File: config.mk
export PLATFORM = sky130hd
export DESIGN_NAME = dram_access_seq
export DESIGN_NICKNAME = d
export VERILOG_FILES = /design/src/rtl/dram_seq_pkg.sv /design/src/rtl/dseq_fsm.sv /design/src/rtl/dseq_addr_mux.sv /design/src/rtl/dseq_strobes.sv /design/src/rtl/dseq_rd_capture.sv /design/src/rtl/dram_access_seq.sv
export SDC_FILE = /design/constraint.sdc
export NUM_CORES = 1
export LEC_CHECK = 0
export BUFFER_PORTS_ARGS = -buffer_cell sky130_fd_sc_hd__buf_4
export CAP_MARGIN = 15
export CORE_MARGIN = 8
export CORE_UTILIZATION = 28
export CTS_BUF_LIST = sky130_fd_sc_hd__clkbuf_4 sky130_fd_sc_hd__clkbuf_8 sky130_fd_sc_hd__clkbuf_16
export DETAILED_ROUTE_END_ITERATION = 10
export GPL_TIMING_DRIVEN = 0
export PLACE_DENSITY = 0.48
export SYNTH_ARGS = -nofsm -noshare
export SYNTH_HDL_FRONTEND = slang
export SYNTH_SLANG_ARGS = --single-unit
File: constraint.sdc
create_clock -name clk -period 3.8 [get_ports clk]
set_input_delay 0.38 -clock clk [delete_from_list [all_inputs] [get_ports clk]]
set_output_delay 0.38 -clock clk [all_outputs]
set_load 0.03 [all_outputs]
File: src/rtl/dram_seq_pkg.sv
package dram_seq_pkg;

   typedef enum logic [2:0] {
      ST_IDLE = 3'd0,
      ST_PRE  = 3'd1,
      ST_ROW  = 3'd2,
      ST_HOLD = 3'd3,
      ST_COL1 = 3'd4,
      ST_COL2 = 3'd5
   } seq_state_e;

   function automatic logic ras_phase(input seq_state_e st);
      return (st == ST_ROW) || (st == ST_HOLD) || (st == ST_COL1) || (st == ST_COL2);
   endfunction

   function automatic logic col_phase(input seq_state_e st);
      return (st == ST_COL1) || (st == ST_COL2);
   endfunction

endpackage

File: src/rtl/dseq_fsm.sv
module dseq_fsm
   import dram_seq_pkg::*;
#(
   parameter int HOLD_W = 2
) (
   input  logic              clk,
   input  logic              rst_n,
   input  logic              start,
   input  logic [HOLD_W-1:0] cfg_hold,
   output seq_state_e        state,
   output logic              done
);

   if (HOLD_W < 1 || HOLD_W > 4) begin : g_bad_hold_w
      $error("dseq_fsm: HOLD_W out of range");
   end

   seq_state_e        state_q;
   logic [HOLD_W-1:0] hold_q;
   logic [HOLD_W-1:0] cnt_q;
   logic              done_q;

   always_ff @(posedge clk or negedge rst_n) begin
      if (!rst_n) begin
         state_q <= ST_IDLE;
         hold_q  <= '0;
         cnt_q   <= '0;
         done_q  <= 1'b0;
      end else begin
         done_q <= (state_q == ST_COL2);
         case (state_q)
            ST_IDLE: begin
               if (start) begin
                  hold_q  <= cfg_hold;
                  state_q <= ST_PRE;
               end
            end
            ST_PRE:  state_q <= ST_ROW;
            ST_ROW: begin
               cnt_q   <= hold_q;
               state_q <= (hold_q == '0) ? ST_COL1 : ST_HOLD;
            end
            ST_HOLD: begin
               if (cnt_q <= HOLD_W'(1)) state_q <= ST_COL1;
               else                     cnt_q   <= cnt_q - HOLD_W'(1);
            end
            ST_COL1: state_q <= ST_COL2;
            ST_COL2: state_q <= ST_IDLE;
            default: state_q <= ST_IDLE;
         endcase
      end
   end

   assign state = state_q;
   assign done  = done_q;

   AST_PRE_TO_ROW: assert property (@(posedge clk) disable iff (!rst_n)
      state_q == ST_PRE |=> state_q == ST_ROW);
   AST_NO_HOLD_SKIP: assert property (@(posedge clk) disable iff (!rst_n)
      (state_q == ST_ROW && hold_q == '0) |=> state_q == ST_COL1);
   AST_COL2_FINISH: assert property (@(posedge clk) disable iff (!rst_n)
      state_q == ST_COL2 |=> (done_q && state_q == ST_IDLE));
   AST_DONE_SINGLE: assert property (@(posedge clk) disable iff (!rst_n)
      done_q |=> !done_q);
   AST_CFG_FROZEN: assert property (@(posedge clk) disable iff (!rst_n)
      (state_q != ST_IDLE && state_q != ST_PRE) |-> $stable(hold_q));
   AST_START_PRE: assert property (@(posedge clk) disable iff (!rst_n)
      (state_q == ST_IDLE && start) |=> state_q == ST_PRE);

endmodule

File: src/rtl/dseq_addr_mux.sv
module dseq_addr_mux
   import dram_seq_pkg::*;
#(
   parameter int ADDR_W = 12
) (
   input  seq_state_e        state,
   input  logic [ADDR_W-1:0] row,
   input  logic [ADDR_W-1:0] col,
   output logic [ADDR_W-1:0] addr
);

   if (ADDR_W < 1) begin : g_bad_addr_w
      $error("dseq_addr_mux: ADDR_W must be positive");
   end

   always_comb begin
      unique case (state)
         ST_PRE, ST_ROW, ST_HOLD: addr = row;
         ST_COL1, ST_COL2:        addr = col;
         default:                 addr = '0;
      endcase
   end

endmodule

File: src/rtl/dseq_strobes.sv
module dseq_strobes
   import dram_seq_pkg::*;
#(
   parameter int N_AREAS = 4,
   parameter int LANES   = 2,
   localparam int AREA_W = (N_AREAS > 1) ? $clog2(N_AREAS) : 1
) (
   input  logic              clk,
   input  logic              rst_n,
   input  seq_state_e        state,
   input  logic [AREA_W-1:0] area,
   input  logic              write,
   input  logic [LANES-1:0]  be,
   output logic [N_AREAS-1:0] ras_n,
   output logic [LANES-1:0]  cas_n,
   output logic              we_n,
   output logic              oe_n,
   output logic              dq_oe
);

   if (N_AREAS < 1) begin : g_bad_areas
      $error("dseq_strobes: N_AREAS must be positive");
   end

   logic ras_on;
   logic col_on;

   assign ras_on = ras_phase(state);
   assign col_on = col_phase(state);

   for (genvar a = 0; a < N_AREAS; a++) begin : g_ras
      assign ras_n[a] = !(ras_on && (area == AREA_W'(a)));
   end

   for (genvar l = 0; l < LANES; l++) begin : g_cas
      assign cas_n[l] = !((state == ST_COL2) && be[l]);
   end

   assign we_n  = !(col_on && write);
   assign oe_n  = !(col_on && !write);
   assign dq_oe = col_on && write;

   AST_RAS_ONE_AREA: assert property (@(posedge clk) disable iff (!rst_n)
      $countones(~ras_n) <= 1);
   AST_CAS_IN_RAS: assert property (@(posedge clk) disable iff (!rst_n)
      (cas_n != '1) |-> (ras_n != '1));
   AST_WE_OE_EXCL: assert property (@(posedge clk) disable iff (!rst_n)
      !(!we_n && !oe_n));
   AST_DRIVE_ON_WRITE: assert property (@(posedge clk) disable iff (!rst_n)
      dq_oe |-> !we_n);

endmodule

File: src/rtl/dseq_rd_capture.sv
module dseq_rd_capture
   import dram_seq_pkg::*;
#(
   parameter int DATA_W = 16
) (
   input  logic              clk,
   input  logic              rst_n,
   input  seq_state_e        state,
   input  logic              write,
   input  logic [DATA_W-1:0] dq_in,
   output logic [DATA_W-1:0] rdata
);

   logic              cap_en;
   logic [DATA_W-1:0] rdata_q;

   assign cap_en = (state == ST_COL2) && !write;

   always_ff @(posedge clk or negedge rst_n) begin
      if (!rst_n)      rdata_q <= '0;
      else if (cap_en) rdata_q <= dq_in;
   end

   assign rdata = rdata_q;

   AST_RDATA_ONLY_COL2: assert property (@(posedge clk) disable iff (!rst_n)
      !$stable(rdata_q) |-> $past(state) == ST_COL2);

endmodule

File: src/rtl/dram_access_seq.sv
module dram_access_seq
   import dram_seq_pkg::*;
#(
   parameter int ADDR_W  = 12,
   parameter int DATA_W  = 16,
   parameter int N_AREAS = 4,
   parameter int HOLD_W  = 2,
   localparam int LANES  = DATA_W / 8,
   localparam int AREA_W = (N_AREAS > 1) ? $clog2(N_AREAS) : 1
) (
   input  logic               clk,
   input  logic               rst_n,
   input  logic [HOLD_W-1:0]  cfg_hold,
   input  logic               req_valid,
   output logic               req_ready,
   input  logic               req_write,
   input  logic [AREA_W-1:0]  req_area,
   input  logic [ADDR_W-1:0]  req_row,
   input  logic [ADDR_W-1:0]  req_col,
   input  logic [LANES-1:0]   req_be,
   input  logic [DATA_W-1:0]  req_wdata,
   output logic               done,
   output logic [DATA_W-1:0]  rdata,
   output logic [ADDR_W-1:0]  dram_addr,
   output logic [N_AREAS-1:0] ras_n,
   output logic               ucas_n,
   output logic               lcas_n,
   output logic               we_n,
   output logic               oe_n,
   output logic [DATA_W-1:0]  dq_out,
   output logic               dq_oe,
   input  logic [DATA_W-1:0]  dq_in
);

   if (LANES != 2 || DATA_W != 8 * LANES) begin : g_bad_data_w
      $error("dram_access_seq: two byte lanes (DATA_W = 16) required");
   end

   seq_state_e        state;
   logic              accept;
   logic              write_q;
   logic [AREA_W-1:0] area_q;
   logic [ADDR_W-1:0] row_q;
   logic [ADDR_W-1:0] col_q;
   logic [LANES-1:0]  be_q;
   logic [DATA_W-1:0] wdata_q;
   logic [LANES-1:0]  cas_n;

   assign req_ready = (state == ST_IDLE);
   assign accept    = req_valid && req_ready;

   always_ff @(posedge clk or negedge rst_n) begin
      if (!rst_n) begin
         write_q <= 1'b0;
         area_q  <= '0;
         row_q   <= '0;
         col_q   <= '0;
         be_q    <= '0;
         wdata_q <= '0;
      end else if (accept) begin
         write_q <= req_write;
         area_q  <= req_area;
         row_q   <= req_row;
         col_q   <= req_col;
         be_q    <= req_be;
         wdata_q <= req_wdata;
      end
   end

   dseq_fsm #(.HOLD_W(HOLD_W)) u_fsm (
      .clk      (clk),
      .rst_n    (rst_n),
      .start    (accept),
      .cfg_hold (cfg_hold),
      .state    (state),
      .done     (done)
   );

   dseq_addr_mux #(.ADDR_W(ADDR_W)) u_addr (
      .state (state),
      .row   (row_q),
      .col   (col_q),
      .addr  (dram_addr)
   );

   dseq_strobes #(.N_AREAS(N_AREAS), .LANES(LANES)) u_strobes (
      .clk   (clk),
      .rst_n (rst_n),
      .state (state),
      .area  (area_q),
      .write (write_q),
      .be    (be_q),
      .ras_n (ras_n),
      .cas_n (cas_n),
      .we_n  (we_n),
      .oe_n  (oe_n),
      .dq_oe (dq_oe)
   );

   dseq_rd_capture #(.DATA_W(DATA_W)) u_rdcap (
      .clk   (clk),
      .rst_n (rst_n),
      .state (state),
      .write (write_q),
      .dq_in (dq_in),
      .rdata (rdata)
   );

   assign ucas_n = cas_n[1];
   assign lcas_n = cas_n[0];
   assign dq_out = wdata_q;

   AST_BUSY_AFTER_ACCEPT: assert property (@(posedge clk) disable iff (!rst_n)
      accept |=> !req_ready);
   AST_PRE_RAS_HIGH: assert property (@(posedge clk) disable iff (!rst_n)
      accept |=> (ras_n == '1));
   AST_REQ_HELD_BUSY: assert property (@(posedge clk) disable iff (!rst_n)
      !req_ready |=> ($stable(row_q) && $stable(area_q) && $stable(write_q)));

endmodule

## Word level (Yosys, flattened, before mapping)

Cells that the tools add are included.

- $add $sub $neg: 1
- $lt $le $gt $ge: 1
- Eq/ne operators: 11
- Mux-type cells: 7
- Reductions and logical operators: 32

Operator list:

| operator | count |
|---|---|
| $pmux 12 s2 | 1 |
| $pmux 3 s5 | 1 |
| $logic_and 1x1->1 | 10 |
| $logic_not 1->1 | 9 |
| $mux 3 | 3 |
| $eq 3x2->1 const B | 2 |
| $eq 3x3->1 const B | 2 |
| $reduce_and 2->1 | 3 |
| $eq 2x2->1 const B | 2 |
| $logic_not 2->1 | 2 |
| $logic_or 1x1->1 | 4 |
| $ne 2x2->1 const B | 2 |
| $pmux 2 s2 | 1 |
| $eq 3x1->1 const B | 1 |
| $logic_not 3->1 | 1 |
| $reduce_or 3->1 | 1 |
| $eq 2x1->1 const B | 1 |
| $le 2x1->1 const B | 1 |
| $mux 2 | 1 |
| $ne 2x1->1 const B | 1 |
| $reduce_bool 2->1 | 1 |
| $reduce_or 2->1 | 1 |
| $sub 2x1->2 const B | 1 |

- Register bits after elaboration: 69
- Input bits: 66
- Output and inout port bits: 55
- Word-level logic and storage cells: 63

## Longest topological paths before layout

- Depth in word-level cells: 6
- Depth in mapped cells: 6
- Gate-level depth less buffers: 5

## Modules after synthesis

From an unflattened synthesis, not the netlist that was laid out.

- Cells, all modules: 199
- Area total of the unflattened synthesis: 3180.6 µm²

By module, submodules not included:

| module | times used | cells an instance | area each (µm²) | seq. area each (µm²) |
|---|---|---|---|---|
| dram_access_seq | 1 | 97 | 1890.6 | 1126.1 |
| dseq_rd_capture | 1 | 35 | 661.9 | 400.4 |
| dseq_fsm | 1 | 38 | 409.1 | 200.2 |
| dseq_addr_mux | 1 | 16 | 142.6 | 0.0 |
| dseq_strobes | 1 | 13 | 76.3 | 0.0 |

## Worst setup path after synthesis

No wires, ideal clock.

- Path type: reg2out
- From: reg u_fsm.state_q[1] (netlist: u_fsm.state[1])
- To: out dq_oe
- Arrival: 1602 ps
- Slack: 1818 ps
- Stages on the path, launching flop included: 7
- Path buffers: 2
- Path through: dfrtp_1 buf_6 inv_1 ha_1 clkbuf_1 nand2_1 inv_1

- Cells in the longest elaborated chain, start to end: 3
- Elaborated cells between the ends (all ways): 4

Ends and longest elaborated chain:

| what | RTL line | text |
|---|---|---|
| from (decl) | dseq_fsm.sv:18 | `seq_state_e state_q;` |
| from (signal assigned) | dseq_fsm.sv:41 | `state_q <= (hold_q == '0) ? ST_COL1 : ST_HOLD;` |
| $eq 3x3->1 | dram_seq_pkg.sv:17 | `return (st == ST_COL1) \|\| (st == ST_COL2);` |
| $logic_or 1x1->1 * | dram_seq_pkg.sv:17 |  |
| $logic_and 1x1->1 * | dseq_strobes.sv:41 | `assign dq_oe = col_on && write;` |
| to (decl) | dram_access_seq.sv:31 | `output logic dq_oe,` |

Mark *: on every way between the ends. The rest lies on a longest branch, timed or not.

## Worst setup path in the final report

- From: reg u_fsm.state_q[1] (netlist: u_fsm.state[1])
- To: out dram_addr[10]

- Cells in the longest elaborated chain, start to end: 3
- Elaborated cells between the ends (all ways): 8

Ends and longest elaborated chain:

| what | RTL line | text |
|---|---|---|
| $eq 3x1->1 (tied with other cells) | dseq_addr_mux.sv:17 | `unique case (state)` |
| $reduce_or 3->1 or $reduce_or 2->1 (tied branches) | dseq_addr_mux.sv:17 |  |
| $pmux 12 s2 * | dseq_addr_mux.sv:17 |  |
| to (decl) | dram_access_seq.sv:24 | `output logic [ADDR_W-1:0] dram_addr,` |

Marked as above.

==> results.py <==
metrics = {
    "final_layout": {
        "diodes": 0,
        "post_route_cells_drive_above_1_share_pct": 62.3,
        "area_growth_pct": 43.6,
        "layout.nets": 400,
        "fill_cells": 1046,
        "seq_area_um2": 1730,
        "stdcell_count": 477,
        "multi_input_area_um2": 1190,
    },
    "timing": {
        "slew_headroom_pct": 40.7,
        "slew_violations": 0,
        "worst_pin_slew_ns": 0.890,
        "hold-worst-slack_ns": 0.166,
        "clock.fmax_ghz": 0.408,
        "finClkSkew_ns": 0.0132,
        "tns_ns": 0,
        "hold_viol": 0,
        "rsz0062_at_grt": "false",
        "fin_crit_sh_pct": 64.5,
        "finalSetupViolCount": 0,
        "min_period_ns": 2.45,
    },
    "logic_synthesis": {
        "synth_nets": 269,
        "ys_seq_area_share_pct": 56.5,
        "ys_warn_count": 0,
        "synth_cell_types": 29,
        "syn-cell-area_um2": 3060,
        "ys_ff_latch": 69,
        "synth_area_per_cell_um2": 15.2,
        "syn_inst": 201,
    },
    "worst_setup_path": {
        "end_kind": "output pin",
        "path_class": "reg2out",
        "worstRegToRegCells": 5,
        "critPathRequiredTime_ns": 3.42,
        "cp_max_fo": 10,
        "worstPathArrival_ns": 2.07,
        "crit_path_start_kind": "register",
    },
    "placement": {
        "io_buffer_count": 120,
        "place_congestion": 0.728,
        "dpl.hpwl_mm": 5.70,
        "placedCellCount": 461,
    },
    "power": {
        "p_leak_nw": 2.08,
        "p_sw_share_pct": 38.9,
        "power.switching_mw": 1.70,
        "ir_drop_v": 0.000390,
        "p_per_area_nw_per_um2": 995,
        "power_frac_seq_pct": 30.5,
        "p_int_mw": 2.67,
        "p_comb_share_pct": 51.9,
        "clockPowerShare_pct": 17.6,
    },
    "clock_network": {
        "cts_resized": 0,
        "clk_pin_slew_worst_paths_ns": 0.08,
        "root_buffer": "clkbuf_8",
        "cts_tree": "yes",
        "cts_buffers": 9,
        "numClockSinks": 69,
        "clkLatencyLatePin_ns": 0.34,
        "ctsHoldBuffers": 0,
        "cts_setup_buffers": 0,
        "ctsHtreeMaxLevel": 3,
        "clockBufferDepth": 2,
    },
    "hold_path": {
        "hold_path.class": "in2async",
    },
    "routing": {
        "first_pass_iters": 4,
        "wl_mm": 7.88,
        "first_iter_violations": 59,
        "vias": 2061,
        "drc_errors": 0,
        "vias_per_cell": 4.32,
        "post_drt_wl_per_cell_um": 16.5,
        "postRouteAntennaNets": 0,
    },
    "grt": {
        "grt_pass1_wl_mm": 12.6,
        "grt_pass1_vias": 2246,
        "grt_overflow": 0,
        "grt.total_usage_pct": 11.1,
        "antenna_found_initial": 0,
        "grt_max_degree": 70,
    },
    "floorplanning": {
        "io_pins": 121,
        "initial_core_util_pct": 28.4,
        "chipWidth_um": 120,
        "core.rowCount": 38,
        "fp.dieH_um": 120,
        "placeableCoreArea_um2": 10700,
        "die_area_um2": 14500,
    },
    "run": {
        "maxCapViolCount": 0,
    },
    "run_status": {
        "status": "completed",
    },
}
==> stage by stage <==
| step | setup WS, ns | power [mW] | util (%) | instance area (um^2) |
|---|---|---|---|---|
| 2_1_floorplan | 1.82 | 2.87 | - | 3060 |
| 3_3_place_gp | 1.65 | 3.63 | 38.5 | 4130 |
| 3_5_place_dp | 1.66 | 3.65 | 38.5 | 4130 |
| 4_1_cts | 1.27 | 4.45 | 40.9 | 4390 |
| 5_1_grt | 1.17 | 4.63 | 40.9 | 4390 |
| 6_report | 1.35 | 4.37 | 40.9 | 4390 |
==> path summary, 6_finish.rpt <==
| kind | from | slack [ns] | to |
|---|---|---|---|
| min | rst_n | 0.17 | dq_out[11]$_DFFE_PN0P_ |
| min reg2reg | row_q[9]$_DFFE_PN0P_ | 0.51 | row_q[9]$_DFFE_PN0P_ |
| min in group clk | req_row[4] | 0.26 | row_q[4]$_DFFE_PN0P_ |
| max reg2reg | u_fsm.state[2]$_DFFE_PN0P_ | 2.15 | u_rdcap.rdata[14]$_DFFE_PN0P_ |
| max | u_fsm.state[1]$_DFFE_PN0P_ | 1.35 | dram_addr[10] |
| max in group asynchronous | rst_n | 3.06 | u_fsm.cnt_q[1]$_DFFE_PN0P_ |
==> power by group through the flow <==
| stage | Sequential [mW] | Combinational (mW) | Clock (mW) |
|---|---|---|---|
| final | 1.33 | 2.27 | 0.769 |
| after global routing | 1.39 | 2.41 | 0.830 |
| after CTS | 1.33 | 2.31 | 0.802 |
| after detailed placement | 1.34 | 2.30 | 0 |
| after global placement | 1.34 | 2.29 | 0 |
| after floorplan | 1.66 | 1.21 | 0 |
==> cells by family (layout without fill, tap and decap cells) <==
family | Yosys count | count (layout) | share of synthesized area [%]
DFF | 69 | 69 | 56.5
and+or+nand+nor | 31 | 31 | 5.77
adders and majority gates | 2 | 2 | 0.819
muxes | 63 | 63 | 26.9
buffers and inverters | 14 | 150 | 4.42
AOI/OAI and AO/OA | 22 | 22 | 5.61
==> layout by cell type (no fill, tap or decap), drive strengths merged, types with 3 or more instances in the layout <==
cell type	count
buf	128
mux2	63
nor2	7
dfrtp	69
inv	3
clkbuf	14
nand2	8
a22o	12
nand2b	3
o21ai	3
nor3	6
bufinv	3
==> critical path, cell delays in order, from the launching register on <==
cell      delay, ns
dfrtp_1        0.38
buf_6          0.14
inv_1          0.07
ha_1           0.26
clkbuf_1       0.47
a22o_1         0.25
buf_4          0.16
==> Yosys cell counts <==
library cell	count	share of area (%)
or3_1	1	0.20
ha_1	2	0.82
buf_12	3	2.0
o21ai_0	3	0.49
buf_6	2	0.74
nor4b_1	1	0.29
o21a_1	1	0.25
nor2_1	7	0.86
buf_8	1	0.49
nand3_1	1	0.16
a21oi_1	2	0.33
o2bb2ai_1	1	0.29
buf_4	2	0.49
inv_1	3	0.37
clkbuf_1	3	0.37
dfrtp_1	69	56
a22o_1	12	3.4
mux2_4	30	15
nor3_1	4	0.65
nor2b_1	2	0.41
a21o_1	1	0.25
nand3b_1	1	0.25
a311oi_1	1	0.29
nand2b_1	3	0.61
and2_4	1	0.29
nand2_1	8	0.98
nor3_4	2	1.1
a211o_1	1	0.29
mux2_2	33	12
==> sequential cells by signal, indices dropped and copies added (netlist names) <==
| register | flops |
|---|---|
| u_rdcap.rdata | 16 |
| u_fsm.hold_q | 2 |
| be_q | 2 |
| dq_out | 16 |
| u_fsm.cnt_q | 2 |
| u_fsm.done | 1 |
| u_fsm.state | 3 |
| row_q | 12 |
| col_q | 12 |
| area_q | 2 |
| write_q | 1 |
==> layout make-up <==
cell class	count	area share, %
buffer	11	2.82
clock inverter	5	2.42
timing repair buffer	120	20.5
clock buffer	11	3.45
multi-input combinational	118	27.2
inverter	3	0.256
sequential	69	39.3
tap	140	3.99
==> routing by layer <==
layer | up-vias | track usage (%) | part of all wire (%)
met3 | 4 | 4.57 | 8.6
met4 | 0 | 3.98 | 0.56
li1 | 984 | - | -
met2 | 75 | 16.3 | 44
met5 | - | 0 | 0
met1 | 998 | 14.4 | 46
(Power assumes the default switching activity.)
